### src/rtl/ctxr_pkg.sv
package ctxr_pkg;
    parameter int CAM_W     = 32;
    parameter int CAM_BLK_W = 4;
    parameter int CAM_IDX_W = 19;
    parameter int CAM_VLD_B = 31;
    parameter int CAM_BLK_L = 19;

    typedef enum logic [1:0] {
        S_IDLE = 2'd0,
        S_RD   = 2'd1,
        S_CHK  = 2'd2,
        S_WB   = 2'd3
    } st_e;

    typedef struct packed {
        logic                 vld;
        logic [CAM_BLK_W-1:0] blk;
        logic [CAM_IDX_W-1:0] idx;
    } cam_t;
endpackage

### src/rtl/push_decode.sv
module push_decode import ctxr_pkg::*; #(
    parameter logic [1:0] RING_OS  = 2'd1,
    parameter logic [1:0] WORD_CTX = 2'd2,
    parameter logic [2:0] SIZE_W   = 3'd4
) (
    input  logic             st_valid,
    input  logic             idle,
    input  logic             st_hv,
    input  logic [1:0]       st_ring,
    input  logic [1:0]       st_word,
    input  logic [2:0]       st_size,
    input  logic [CAM_W-1:0] st_data,
    output logic             hit,
    output cam_t             cam
);
    always_comb begin
        hit = st_valid && idle && st_hv && (st_ring == RING_OS)
              && (st_word == WORD_CTX) && (st_size == SIZE_W);
        cam.vld = st_data[CAM_VLD_B];
        cam.blk = st_data[CAM_BLK_L +: CAM_BLK_W];
        cam.idx = st_data[CAM_IDX_W-1:0];
    end
endmodule

### src/rtl/rec_locate.sv
module rec_locate import ctxr_pkg::*; #(
    parameter int                   NREC      = 16,
    parameter int                   REC_WORDS = 8,
    parameter int                   PEND_WORD = 4,
    parameter logic [CAM_BLK_W-1:0] HOME_BLK  = 4'd2,
    localparam int REC_W  = $clog2(NREC),
    localparam int WSEL_W = $clog2(REC_WORDS),
    localparam int ADDR_W = REC_W + WSEL_W
) (
    input  logic [CAM_BLK_W-1:0] blk,
    input  logic [CAM_IDX_W-1:0] idx,
    output logic                 ok,
    output logic [ADDR_W-1:0]    addr
);
    localparam logic [CAM_IDX_W-1:0] IDX_LIM = CAM_IDX_W'(NREC);
    localparam logic [WSEL_W-1:0]    WSEL    = WSEL_W'(PEND_WORD);

    always_comb begin
        ok   = (blk == HOME_BLK) && (idx < IDX_LIM);
        addr = {idx[REC_W-1:0], WSEL};
    end
endmodule

### src/rtl/pend_merge.sv
module pend_merge #(
    parameter int PEND_W = 8,
    localparam int PRIO_W = $clog2(PEND_W)
) (
    input  logic [PEND_W-1:0] base,
    input  logic [PEND_W-1:0] add,
    input  logic [PRIO_W-1:0] prio,
    output logic [PEND_W-1:0] merged,
    output logic              exc
);
    logic [PRIO_W-1:0] best;
    logic              any;

    always_comb begin
        merged = base | add;
        best   = '0;
        any    = 1'b0;
        for (int i = PEND_W - 1; i >= 0; i--) begin
            if (merged[i]) begin
                best = PRIO_W'(i);
                any  = 1'b1;
            end
        end
        exc = any && (best < prio);
    end
endmodule

### src/rtl/ctx_push_resend.sv
module ctx_push_resend import ctxr_pkg::*; #(
    parameter int                   PEND_W    = 8,
    parameter int                   NREC      = 16,
    parameter int                   REC_WORDS = 8,
    parameter int                   PEND_WORD = 4,
    parameter int                   PEND_LSB  = 8,
    parameter logic [CAM_BLK_W-1:0] HOME_BLK  = 4'd2,
    localparam int PRIO_W = $clog2(PEND_W),
    localparam int ADDR_W = $clog2(NREC) + $clog2(REC_WORDS)
) (
    input  logic              clk,
    input  logic              rst_n,
    input  logic              st_valid,
    output logic              st_ready,
    input  logic              st_hv,
    input  logic [1:0]        st_ring,
    input  logic [1:0]        st_word,
    input  logic [2:0]        st_size,
    input  logic [CAM_W-1:0]  st_data,
    input  logic [PEND_W-1:0] pend_set,
    input  logic [PRIO_W-1:0] cur_prio,
    output logic              mem_rd_en,
    output logic              mem_wr_en,
    output logic [ADDR_W-1:0] mem_addr,
    output logic [CAM_W-1:0]  mem_wdata,
    input  logic [CAM_W-1:0]  mem_rdata,
    output logic [CAM_W-1:0]  ctx_line,
    output logic [PEND_W-1:0] live_pend,
    output logic              exc_pend,
    output logic              busy,
    output logic              rec_err
);
    localparam logic [CAM_W-1:0] FIELD_MASK =
        CAM_W'(((64'd1 << PEND_W) - 64'd1) << PEND_LSB);
    localparam int WSEL_W = $clog2(REC_WORDS);

    typedef struct packed {
        st_e               st;
        logic [CAM_W-1:0]  ctx;
        logic [ADDR_W-1:0] addr;
        logic [PEND_W-1:0] saved;
        logic [CAM_W-1:0]  wb;
        logic [PEND_W-1:0] pend;
        logic              exc;
        logic              err;
    } regs_t;

    regs_t r_q, r_d;

    logic              push_hit;
    cam_t              cam;
    logic              rec_ok;
    logic [ADDR_W-1:0] rec_addr;
    logic [PEND_W-1:0] merged;
    logic              merge_exc;
    logic [PEND_W-1:0] field;

    push_decode u_dec (
        .st_valid (st_valid),
        .idle     (r_q.st == S_IDLE),
        .st_hv    (st_hv),
        .st_ring  (st_ring),
        .st_word  (st_word),
        .st_size  (st_size),
        .st_data  (st_data),
        .hit      (push_hit),
        .cam      (cam)
    );

    rec_locate #(
        .NREC      (NREC),
        .REC_WORDS (REC_WORDS),
        .PEND_WORD (PEND_WORD),
        .HOME_BLK  (HOME_BLK)
    ) u_loc (
        .blk  (cam.blk),
        .idx  (cam.idx),
        .ok   (rec_ok),
        .addr (rec_addr)
    );

    pend_merge #(.PEND_W(PEND_W)) u_mrg (
        .base   (r_q.pend | pend_set),
        .add    (r_q.saved),
        .prio   (cur_prio),
        .merged (merged),
        .exc    (merge_exc)
    );

    assign field = mem_rdata[PEND_LSB +: PEND_W];

    always_comb begin
        r_d      = r_q;
        r_d.err  = 1'b0;
        r_d.pend = r_q.pend | pend_set;
        case (r_q.st)
            S_IDLE: begin
                if (push_hit) begin
                    r_d.ctx = st_data;
                    if (cam.vld) begin
                        if (rec_ok) begin
                            r_d.st   = S_RD;
                            r_d.addr = rec_addr;
                        end else begin
                            r_d.err = 1'b1;
                        end
                    end
                end
            end
            S_RD: r_d.st = S_CHK;
            S_CHK: begin
                if (field != '0) begin
                    r_d.saved = field;
                    r_d.wb    = mem_rdata & ~FIELD_MASK;
                    r_d.st    = S_WB;
                end else begin
                    r_d.st = S_IDLE;
                end
            end
            S_WB: begin
                r_d.pend = merged;
                r_d.exc  = merge_exc;
                r_d.st   = S_IDLE;
            end
            default: r_d.st = S_IDLE;
        endcase
    end

    always_ff @(posedge clk) begin
        if (!rst_n) begin
            r_q <= '0;
        end else begin
            r_q <= r_d;
        end
    end

    assign st_ready  = (r_q.st == S_IDLE);
    assign busy      = (r_q.st != S_IDLE);
    assign mem_rd_en = (r_q.st == S_RD);
    assign mem_wr_en = (r_q.st == S_WB);
    assign mem_addr  = r_q.addr;
    assign mem_wdata = r_q.wb;
    assign ctx_line  = r_q.ctx;
    assign live_pend = r_q.pend;
    assign exc_pend  = r_q.exc;
    assign rec_err   = r_q.err;

    p_ctx_load_r2: assert property (@(posedge clk) disable iff (!rst_n)
        push_hit |=> ctx_line == $past(st_data));

    p_no_fetch_r4: assert property (@(posedge clk) disable iff (!rst_n)
        (push_hit && !st_data[CAM_VLD_B]) |=> !busy && !mem_rd_en);

    p_err_quiet_r5: assert property (@(posedge clk) disable iff (!rst_n)
        rec_err |-> !busy && !mem_rd_en && !mem_wr_en);

    p_read_first_r6: assert property (@(posedge clk) disable iff (!rst_n)
        mem_wr_en |-> $past(mem_rd_en, 2) && $stable(mem_addr));

    p_wb_word_r7: assert property (@(posedge clk) disable iff (!rst_n)
        mem_wr_en |-> (mem_addr[WSEL_W-1:0] == WSEL_W'(PEND_WORD))
                      && ((mem_wdata & FIELD_MASK) == '0));

    p_keep_bits_r9: assert property (@(posedge clk) disable iff (!rst_n)
        1'b1 |=> (live_pend & $past(live_pend)) == $past(live_pend));

    p_exc_hold_r10: assert property (@(posedge clk) disable iff (!rst_n)
        !$stable(exc_pend) |-> $past(mem_wr_en));

    p_refuse_r11: assert property (@(posedge clk) disable iff (!rst_n)
        (busy && st_valid) |=> $stable(ctx_line));
endmodule

### config.mk
export PLATFORM = sky130hd
export DESIGN_NAME = ctx_push_resend
export DESIGN_NICKNAME = d
export VERILOG_FILES = /design/src/rtl/ctxr_pkg.sv /design/src/rtl/push_decode.sv /design/src/rtl/rec_locate.sv /design/src/rtl/pend_merge.sv /design/src/rtl/ctx_push_resend.sv
export SDC_FILE = /design/constraint.sdc
export NUM_CORES = 1
export LEC_CHECK = 0
export ABC_AREA = 1
export BUFFER_PORTS_ARGS = -buffer_cell sky130_fd_sc_hd__buf_2
export CAP_MARGIN = 20
export CORE_MARGIN = 2
export CORE_UTILIZATION = 50
export CTS_CLUSTER_DIAMETER = 80
export DETAILED_ROUTE_END_ITERATION = 6
export PLACE_DENSITY_LB_ADDON = 0.12
export SETUP_SLACK_MARGIN = 0.02
export SLEW_MARGIN = 20
export SYNTH_ARGS = -nofsm -noshare
export SYNTH_HDL_FRONTEND = slang
export SYNTH_SLANG_ARGS = --single-unit
### constraint.sdc
create_clock -name clk -period 2.9 [get_ports clk]
set_input_delay 0.145 -clock clk [delete_from_list [all_inputs] [get_ports clk]]
set_output_delay 0.145 -clock clk [all_outputs]
set_load 0.01 [all_outputs]
Word-level counts from Yosys, hierarchy flattened
Cells that the tools add are included.

word-level totals
  register bits = 81
  latch bits = 0
  RAM bits = 0
  bits in read-only memories = 0
  input bits = 86
  word-level logic and storage cells = 62
  memories = 0

operators by class
  add/sub/neg operators = 0
  $mul = 0
  div/mod/pow operators = 0
  magnitude comparators = 2
  equal/unequal tests = 10
  shift operators = 0
  muxes and demuxes = 25
  bitwise gates (word level) = 2
  reduce and logical (&&, ||, !) cells = 15

operators by type and width
  operator                                                                count
  41-bit two-way mux                                                      1
  3-bit two-way mux                                                       8
  19-bit by 5-bit < comparator with 1-bit output (second input constant)  1
  8-bit bitwise OR                                                        2
  7-bit two-way mux                                                       2
  1-bit two-way mux                                                       9
  9-bit two-way mux                                                       1
  2-bit case mux with 4 select lines                                      1
  4-bit AND reduction                                                     2
  8-bit nonzero test                                                      1
  1-bit logical AND                                                       7
  2-bit equality test (second input constant)                             3
  2-bit two-way mux                                                       3
  2-bit inequality test (second input constant)                           3
  2-bit by 1-bit equality test with 1-bit output (second input constant)  2
  4-bit by 2-bit equality test with 1-bit output (second input constant)  1
  2-bit AND reduction                                                     2
  3-bit equality test (second input constant)                             1
  3-bit < comparator                                                      1
  3-bit AND reduction                                                     1
  2-bit logical NOT                                                       1
  2-bit nonzero test                                                      1

Logic depth before layout (Yosys ltp)
  depth after elaboration = 13
  depth in mapped cells = 14
  depth with buffers taken out = 14

Modules after synthesis
From an unflattened synthesis, not the netlist that was laid out.

unflattened totals
  cell total of the unflattened synthesis = 651
  area total of the unflattened synthesis = 4,541.9 µm²

by module, submodules not included
  module           times used  cells an instance  area each (µm²)  sequential area each (µm²)
  ctx_push_resend  1           541                3,938.8          1,661.6
  push_decode      1           34                 225.2            0.0
  pend_merge       1           43                 224.0            0.0
  rec_locate       1           33                 153.9            0.0

Worst setup path after synthesis
OpenSTA, ideal clock, no wires.

  path kind = reg2reg
  start = reg r_q (netlist bit live_pend[2])
  end = reg r_q (netlist bit exc_pend)
  library setup time = 71 ps
  data arrival time = 1,728 ps
  data required time = 2,829 ps
  slack = 1,101 ps
  cell stages (with the launch flop) = 12
  clock period less this slack = 1,799 ps
  cell sequence = dfxtp_1 -> nor2_1 -> inv_1 -> or2_2 -> nor2_1 -> nand2_1 -> a21oi_1 -> ha_1 -> a211oi_1 -> o21a_1 -> nand2_1 -> a21oi_1

on the way
  longest elaborated chain between the ends = 7
  elaborated cells between the ends (all ways) = 10

ends and longest elaborated chain
  item                            RTL line                text
  from (decl)                     ctx_push_resend.sv:48   regs_t r_q, r_d;
  from (signal assigned)          ctx_push_resend.sv:133  r_q <= r_d;
  8-bit bitwise OR *              ctx_push_resend.sv:83   .base (r_q.pend | pend_set),
  8-bit bitwise OR *              pend_merge.sv:15        merged = base | add;
  3-bit two-way mux (3 in a row)  pend_merge.sv:19        if (merged[i]) begin
  3-bit < comparator              pend_merge.sv:24        exc = any && (best < prio);
  1-bit logical AND *             pend_merge.sv:24

Mark *: on every way between the ends. The rest lies on a longest branch, timed or not.
A chain may end at the register's enable or synchronous reset.

Final worst setup path
  start = reg r_q[90] (netlist name)
  end = reg r_q (netlist bit ctx_line[22])

on the way
  longest elaborated chain between the ends = 7

ends and longest elaborated chain
  item                                    RTL line                                      text
  2-bit logical NOT *                     ctx_push_resend.sv:60, ctx_push_resend.sv:96
  1-bit logical AND (3 in a row)          push_decode.sv:17                             hit = st_valid && idle && st_hv && (st_ring == RING_OS)
  1-bit logical AND (2 in a row)          push_decode.sv:18                             && (st_word == WORD_CTX) && (st_size == SIZE_W);
  2-bit AND reduction (no source line) *  n/a

Marks and branches as above.

==> results.yml <==
floorplan:
  core_area_mm2: 0.00721
  die_area_mm2: 0.00812
  die_w_um: 90.1
  io-pin-count: 171
  die-height_um: 90.1
  start_util_pct: 51.4
  placementRows: 31
final_layout:
  drive_gt1_share_pct: 32.9
  area_growth_pct: 14.3
  nNetsFinal: 659
  diodes: 0
  layout_commonest_cell: "buf_2"
  layoutNonFillerInstCount: 674
  layout_common_cells: "buf_2 (160), nor2_1 (143), dfxtp_1 (81)"
yosys:
  avgSynthCellArea_um2: 7.59
  synth_area_mm2: 0.00371
  yosysSeqAreaShare_pct: 43.8
  synth_seq_cells: 81
  synth_edf_count: 0
  synth_cell_types: 31
  ys.warnings.count: 0
  synth_top_flop_cell: "dfxtp_1"
  async_flop_share_pct: 0
  syn_inst: 488
critical_path:
  reg2regPathDepth: 7
  required_ps: 3160
  crit_fanout: 33
  arrival_ps: 2280
  cp-start-kind: "flip-flop"
  crit_path_cell_trace: "nor2_4, nand3_2, nor4_2, nand2_2, inv_2, o21ai_0, a21oi_1"
  r2r_slack_ps: 880
  cp_slowest_stage_delay_ps: 550
  path_class: "reg -> reg"
  critical_path.slowest_cell: "inv_2"
  end_kind: "flip-flop"
clocking:
  cts-htree-levels: 3
  ctsHoldBuffers: 0
  clk_pin_slew_worst_paths_ps: 80
  clockBufferDepth: 2
  clock-sinks: 81
  cts_tree: "yes"
  cts_buffers: 9
  clkLatencyLatePin_ps: 340
  cts-root-buf: "clkbuf_8"
  postCtsSetupBuffers: 0
  ctsResizeCount: 0
sta:
  finalMaxSlewViolations: 0
  fin_skew_ps: 10.2
  finalHoldViolations: 0
  setup_viol: 0
  relSlewSlack_pct: 35.8
  rsz0062_at_grt: "false"
  fin_setup_tns_ps: 0
  clock.fmax_mhz: 496
  post-route-period-util_pct: 69.5
  period_minus_slack_ps: 2020
  worst_pin_slew_ps: 962
route:
  first_pass_iters: 4
  vias: 3120
  ant_nets: 0
  viasPerCell: 4.63
  route.detailed.drc: 0
  wl_per_cell_um: 12.2
  wl_um: 8190
  drtIter0Drc: 134
outcome:
  status: "complete, no violations"
placed_design:
  portBuffers: 160
  dp_cells: 659
  detailed_place_hpwl_um: 5940
  place_congestion: 0.826
global_route:
  grtUsageTotal_pct: 19.9
  antenna_found_initial: 0
  grt_pass1_wl_um: 13300
  globalRouteOverflowTotal: 0
  grt_pass1_vias: 2894
  grt_max_degree: 70
hold_path:
  hold_class: "in -> reg"
  holdPathStages: 3
pwr:
  irDropWorstVdd_mv: 0.313
  p_leak_uw: 0.00210
  p_per_area_mw_per_mm2: 543
run:
  maxCapViolCount: 0
[Yosys cell counts (2+ instances only)]
library cell	number	area, um2
ha_1	2	25.0
nor3_1	4	20.0
nor2_1	143	537
nor2_4	2	22.5
or2_2	2	12.5
inv_1	24	90.1
nor4_1	3	18.8
clkbuf_1	15	56.3
dfxtp_1	81	1620
buf_2	2	10.0
nand4_1	2	12.5
nand2_1	28	105
a211oi_1	7	52.6
o21ai_1	4	20.0
nand3_2	2	20.0
a21oi_1	11	55.1
buf_6	3	33.8
buf_4	79	593
o21ai_0	62	310
[state kept, by name (all words and copies together) (netlist names)]
signal and flops:
ctx_line 32, r_q 10, mem_addr 5, exc_pend 1, rec_err 1, mem_wdata 24
live_pend 8
[layout make-up]
type                    count  area (um2)
inverters                  26         103
well taps                  99         124
multi-input cells         291        1320
fillers                   717        2980
clock inverters             4        98.8
clock buffers              11         151
flip-flops and latches     81        1620
repair buffers            162         816
[critical path: cells and delay by family (launching register included)]
kind	cells	cell delay [ps]
flops	1	370
compound gates	2	310
simple gates	4	710
buf+inv	1	550
[cell families after synthesis]
kind of cell,Yosys count,share of synthesized area (%)
compound gates,86,12.2
flops,81,43.8
simple gates,193,21.8
fa+ha+maj,2,0.675
buf+inv,125,21.5
other cells,1,0.101
[where the power goes]
group	switching [uW]	internal (uW)
combinational	87.2	72.6
sequential	4.25	1120
clock	400	618
[through the flow]
stage	setup WS (ps)	power, uW	hold slack, ps	cell area [um2]	utilization, %
after floorplan	1100	1250	289	3740	-
after global placement	947	1310	393	3990	55.3
after detailed placement	901	1310	402	3990	55.3
after CTS	869	2320	39.9	4240	58.7
after global routing	631	2400	49.2	4240	58.7
final	884	2300	50.7	4240	58.7
[metal layers]
layer | routed length [um] | vias up | global-route usage (%)
met5 | 0 | - | 0
met4 | 157 | 0 | 7.44
met3 | 685 | 13 | 5.45
met2 | 3800 | 108 | 32.5
met1 | 3550 | 1378 | 25.1
li1 | - | 1621 | -
[final timing paths]
kind,startpoint,endpoint
hold reg to reg,r_q[43],r_q[43]
hold / removal,mem_rdata[1],mem_wdata[1]
setup reg to reg,r_q[90],ctx_line[22]
setup / recovery,r_q[90],ctx_line[22]
(Power assumes the default switching activity.)
